## src/rtl/offdly_pkg.sv

```systemverilog
package offdly_pkg;

    typedef enum logic [1:0] {
        PH_IDLE    = 2'd0,
        PH_HELD    = 2'd1,
        PH_TIMING  = 2'd2,
        PH_EXPIRED = 2'd3
    } phase_e;

    typedef struct packed {
        logic en;
        logic tt;
        logic dn;
    } flags_t;

    function automatic flags_t flags_of(phase_e ph);
        flags_t f;
        f.en = (ph == PH_HELD);
        f.tt = (ph == PH_TIMING);
        f.dn = (ph == PH_HELD) || (ph == PH_TIMING);
        return f;
    endfunction

endpackage

```

## src/rtl/offdly_accum.sv

```systemverilog
module offdly_accum #(
    parameter int CNT_W = 16
) (
    input  logic             clk,
    input  logic             rst,
    input  logic             clear,
    input  logic             advance,
    input  logic [CNT_W-1:0] preset,
    output logic [CNT_W-1:0] acc,
    output logic             last_step
);
    localparam logic [CNT_W:0] ONE_X = {{CNT_W{1'b0}}, 1'b1};

    logic [CNT_W:0] acc_plus;

    assign acc_plus  = {1'b0, acc} + ONE_X;
    assign last_step = (acc_plus >= {1'b0, preset});

    always_ff @(posedge clk) begin
        if (rst || clear) begin
            acc <= '0;
        end else if (advance && !acc_plus[CNT_W]) begin
            acc <= acc_plus[CNT_W-1:0];
        end
    end
endmodule

```

## src/rtl/offdly_ctrl.sv

```systemverilog
module offdly_ctrl
    import offdly_pkg::*;
(
    input  logic   clk,
    input  logic   rst,
    input  logic   ctrl_in,
    input  logic   tick,
    input  logic   last_step,
    input  logic   preset_zero,
    output phase_e phase,
    output logic   clear,
    output logic   advance
);
    phase_e phase_nx;

    always_comb begin
        phase_nx = phase;
        clear    = 1'b0;
        advance  = 1'b0;
        if (ctrl_in) begin
            phase_nx = PH_HELD;
            clear    = 1'b1;
        end else begin
            unique case (phase)
                PH_HELD:   phase_nx = preset_zero ? PH_EXPIRED : PH_TIMING;
                PH_TIMING: begin
                    if (tick) begin
                        advance = 1'b1;
                        if (last_step) phase_nx = PH_EXPIRED;
                    end
                end
                default:   phase_nx = phase;
            endcase
        end
    end

    always_ff @(posedge clk) begin
        if (rst) phase <= PH_IDLE;
        else     phase <= phase_nx;
    end
endmodule

```

## src/rtl/offdly_timer.sv

```systemverilog
module offdly_timer
    import offdly_pkg::*;
#(
    parameter int CNT_W = 16
) (
    input  logic             clk,
    input  logic             rst,
    input  logic             ctrl_in,
    input  logic             tick,
    input  logic [CNT_W-1:0] preset,
    output logic             en_o,
    output logic             tt_o,
    output logic             dn_o,
    output logic [CNT_W-1:0] acc_o
);
    phase_e phase;
    flags_t flags;
    logic   clear, advance, last_step, preset_zero;

    assign preset_zero = (preset == '0);

    offdly_ctrl u_ctrl (
        .clk         (clk),
        .rst         (rst),
        .ctrl_in     (ctrl_in),
        .tick        (tick),
        .last_step   (last_step),
        .preset_zero (preset_zero),
        .phase       (phase),
        .clear       (clear),
        .advance     (advance)
    );

    offdly_accum #(.CNT_W(CNT_W)) u_accum (
        .clk       (clk),
        .rst       (rst),
        .clear     (clear),
        .advance   (advance),
        .preset    (preset),
        .acc       (acc_o),
        .last_step (last_step)
    );

    assign flags = flags_of(phase);
    assign en_o  = flags.en;
    assign tt_o  = flags.tt;
    assign dn_o  = flags.dn;


    p_reset_clear_r1: assert property (@(posedge clk)
        rst |=> (!en_o && !tt_o && !dn_o && acc_o == '0));


    p_rise_arms_r2: assert property (@(posedge clk) disable iff (rst)
        ctrl_in |=> (en_o && dn_o && !tt_o && acc_o == '0));


    p_en_follows_r3: assert property (@(posedge clk) disable iff (rst)
        !$past(rst) |-> (en_o == $past(ctrl_in)));


    p_acc_hold_r5: assert property (@(posedge clk) disable iff (rst)
        (tt_o && !tick && !ctrl_in) |=> (acc_o == $past(acc_o)));


    p_acc_step_r5: assert property (@(posedge clk) disable iff (rst)
        (tt_o && tick && !ctrl_in) |=> (acc_o == $past(acc_o) + 1'b1));


    p_expire_drops_dn_r6: assert property (@(posedge clk) disable iff (rst)
        ($fell(tt_o) && !en_o) |-> !dn_o);


    p_expired_hold_r7: assert property (@(posedge clk) disable iff (rst)
        (!en_o && !tt_o && !ctrl_in) |=> $stable(acc_o));


    p_tt_implies_dn_r10: assert property (@(posedge clk) disable iff (rst)
        tt_o |-> (dn_o && !en_o));
endmodule

```

## config.mk

```make
export PLATFORM = sky130hd
export DESIGN_NAME = offdly_timer
export DESIGN_NICKNAME = d
export VERILOG_FILES = /design/src/rtl/offdly_pkg.sv /design/src/rtl/offdly_accum.sv /design/src/rtl/offdly_ctrl.sv /design/src/rtl/offdly_timer.sv
export SDC_FILE = /design/constraint.sdc
export NUM_CORES = 1
export LEC_CHECK = 0
export BUFFER_PORTS_ARGS = -buffer_cell sky130_fd_sc_hd__buf_2
export CAP_MARGIN = 15
export CORE_ASPECT_RATIO = 1.1
export CORE_MARGIN = 4
export CORE_UTILIZATION = 49
export CTS_BUF_LIST = sky130_fd_sc_hd__clkbuf_2
export DETAILED_ROUTE_END_ITERATION = 6
export PLACE_DENSITY = 0.87
export SYNTH_ARGS = -nofsm -noshare
export SYNTH_HDL_FRONTEND = slang
export SYNTH_SLANG_ARGS = --single-unit
```

## constraint.sdc

```tcl
create_clock -name clk -period 2.6 [get_ports clk]
set_input_delay 0 -clock clk [delete_from_list [all_inputs] [get_ports clk]]
set_output_delay 0 -clock clk [all_outputs]
set_load 0.05 [all_outputs]
```

==> impl_metrics.yaml <==
sta:
  maxSlewHeadroom: 0.599
  skew_ns: 0.00356
  fmax_mhz: 382
  hold_violations: 0
  finalSetupViolCount: 2
  min_period_ns: 2.62
  fin_crit_sh: 1.01
  setup_slack_ns: -0.0193
  rsz0062_at_grt: "true"
  worstMarginPinSlew_ns: 0.601
  whs_ns: 0.155
  drv_slew: 0
  finalSetupTns_ns: -0.0232
floorplanning:
  placementRows: 20
  io_pins: 39
  die_w_um: 61.0
  die_y_um: 66.3
  core_area_um2: 2850
  initial_core_util: 0.531
  dieArea_um2: 4050
finish:
  fin_util: 0.736
  stdcell_count: 286
  nNetsFinal: 293
  drive_above_1_share: 0.391
  area.growth.synth_to_final_pct: 38.6
  n_antenna_cell: 0
critical_path:
  crit_fanout: 6
  crit_arrival_ns: 2.84
  worstSetupStartpoint: "u_accum.acc[0]$_SDFFE_PP0P_"
  crit_path_cell_trace: "ha_4 > nand3_4 > or3_4 > nor2_4 > xor2_1 > ha_1 > nand4_1 > o41ai_4 > a221oi_2 > o311a_1 > o21ai_1"
  critPathBufInv: 0
  cp.required_ns: 2.82
  worstSetupPathType: "register to register"
  crit_path_max_incr_delay_ns: 0.44
  endpoint_kind: "register"
  r2r_start: "u_accum.acc[0]$_SDFFE_PP0P_"
  cp_slowest_cell: "or3_4"
  startpoint_type: "register"
  crit_family: "simple AND/OR/NAND/NOR gates"
synth:
  synthAdderAreaFrac: 0.157
  synth-seq-cells: 18
  syn-cell-area_um2: 1520
  synth_top_family_by_area: "simple AND/OR/NAND/NOR gates"
  syn_nets: 230
  synth_xor_area_frac: 0.133
  ys.warnings.count: 0
  synth_compound_area_frac: 0.164
  syn_area_per_cell_um2: 7.93
  yosys.area_share.simple: 0.230
  ys_types: 36
  synthMuxAreaShare: 0.00661
  netlist_instances: 191
  yosys-top-cells-area: "dfxtp_1 (24%), ha_1 (16%), xor2_1 (7.5%)"
  synth.yosys.seq_area_share: 0.238
  synth_top_area_frac: 0.238
  synth_top_area_cell: "dfxtp_1"
pwr:
  power.total_w: 0.000511
  p_per_area_nw_per_um2: 243
  ir_drop_v: 0.000251
  leakagePower_nw: 1.03
cts:
  cts-root-buf: "clkbuf_2"
  cts_made_buffers: 3
  clk_pin_slew_ns: 0.18
  cts_tree: "yes"
  clock-sinks: 18
  ctsLongestPathBuffers: 2
  worstSkewPairLatency_ns: 0.31
  htree_levels: 1
place:
  post-place-cells: 271
  numPortBuffers: 38
  gp_congestion: 0.845
  dp_hpwl_um: 3180
grt:
  grt_pass1_vias: 1531
  overflow: 0
  grt_max_degree: 16
  grtUsageTotal: 0.218
  antenna_found_initial: 0
  grt_pass1_wl_um: 6800
route:
  firstDrtPassIters: 4
  drt_wl_total_um: 4470
  drc: 0
  wl_per_cell_um: 15.6
  drt-initial-drc-count: 105
  vias: 1638
  ant_nets: 0
  vias_per_cell: 5.73
run_status:
  failed_checks: "negative setup slack"
  run_status: "finished, violations left"
min_path:
  min_from: "preset[15]"
  min_path_type: "primary input to register"
job:
  max_cap_violations: 0
## layout make-up
type,instances,area [um^2]
Sequential cell,18,380
Timing Repair Buffer,64,393
Inverter,21,78.8
Fill cell,199,752
Clock buffer,4,20.0
Multi-Input combinational cell,146,1190
Tap cell,33,41.3
## flip-flops by register name, summed over array words and instances, names as in the netlist
signal        cells
u_ctrl.phase      2
u_accum.acc      16
## cells in the final DEF (no fill, tap or decap), drive strengths merged, types with 3 or more instances in the layout
cell         netlist  routed
a21oi              9       9
and3               4       4
buf                4      61
clkbuf             2       4
dfxtp             18      18
dlygate4sd3        0       3
ha                19      19
inv               21      21
nand2             12      12
nand3              7       7
nand4              6       6
nor2              17      17
nor3               4       4
nor4               5       5
o2111ai            3       3
o211ai             3       3
o21a               4       4
o21ai              8       8
o31ai              4       4
or2                3       3
or3                3       3
xnor2             10      10
xor2              13      13
## worst reg2reg max path, stage by stage, from the launching register on
cell      delay (ns)
dfxtp_4         0.41
ha_4            0.15
nand3_4         0.10
or3_4           0.44
nor2_4          0.10
xor2_1          0.18
ha_1            0.30
nand4_1         0.20
o41ai_4         0.08
a221oi_2        0.25
o311a_1         0.24
o21ai_1         0.08
## power by group
part,switching (W),internal [W]
logic,0.0000636,0.0000361
registers,0.00000264,0.000276
clock network,0.0000918,0.0000407
total,0.000158,0.000353
## cells by family after synthesis
logic type / after synthesis
buf+inv: 27
compound gates: 37
xor+xnor: 23
simple gates: 66
mux: 1
fa+ha+maj: 19
flops: 18
## stage by stage
step	setup slack [ns]	area [um^2]
2_1_floorplan	-0.150	1570
3_3_place_gp	0.0605	1880
3_5_place_dp	-0.0907	1880
4_1_cts	-0.0130	1990
5_1_grt	-0.142	2100
6_report	-0.0193	2100
## layer usage
metal	track usage	wire (um)	vias to the layer above
met5	0	0	-
met4	0.0623	99	0
met3	0.0313	299	11
met2	0.366	2150	69
met1	0.283	1920	752
li1	-	-	806
## cells in the mapped netlist
cell        n
inv_1      21
ha_1       19
dfxtp_1    18
nor2_1     17
xor2_1     13
nand2_1    12
xnor2_1    10
a21oi_1     9
o21ai_0     7
nand3_1     6
nand4_1     6
nor4_1      5
and3_1      4
nor3_1      4
o21a_1      4
o31ai_1     4
buf_2       3
o2111ai_1   3
o211ai_1    3
or2_2       3
or3_1       3
clkbuf_1    2
or4_1       2
a2111oi_0   1
a211oi_1    1
a221oi_1    1
a31oi_1     1
and4bb_2    1
buf_4       1
mux2i_1     1
nand3_4     1
nand3b_1    1
nor2b_1     1
o21ai_2     1
o311a_1     1
o41ai_1     1
## timing repair
item / CTS / global route
pin swaps: 5 / 11
endpoints found under the setup margin: 2 / 2
setup buffers: 5 / 3
resized for setup: 7 / 17
hold buffers: 3 / 0
hold endpoints to repair: 3 / 0
cloned: 0 / 0
## path summary, 6_finish.rpt
kind / to / slack (ns) / depth (start not counted)
setup / recovery: u_ctrl.phase[0]$_SDFFE_PP0P_ / -0.02 / 11
hold / removal: u_ctrl.phase[0]$_SDFFE_PP0P_ / 0.16 / 6
setup reg to reg: u_ctrl.phase[0]$_SDFFE_PP0P_ / -0.02 / 11
hold reg to reg: u_accum.acc[12]$_SDFFE_PP0P_ / 0.55 / 2
(Power assumes the default switching activity.)
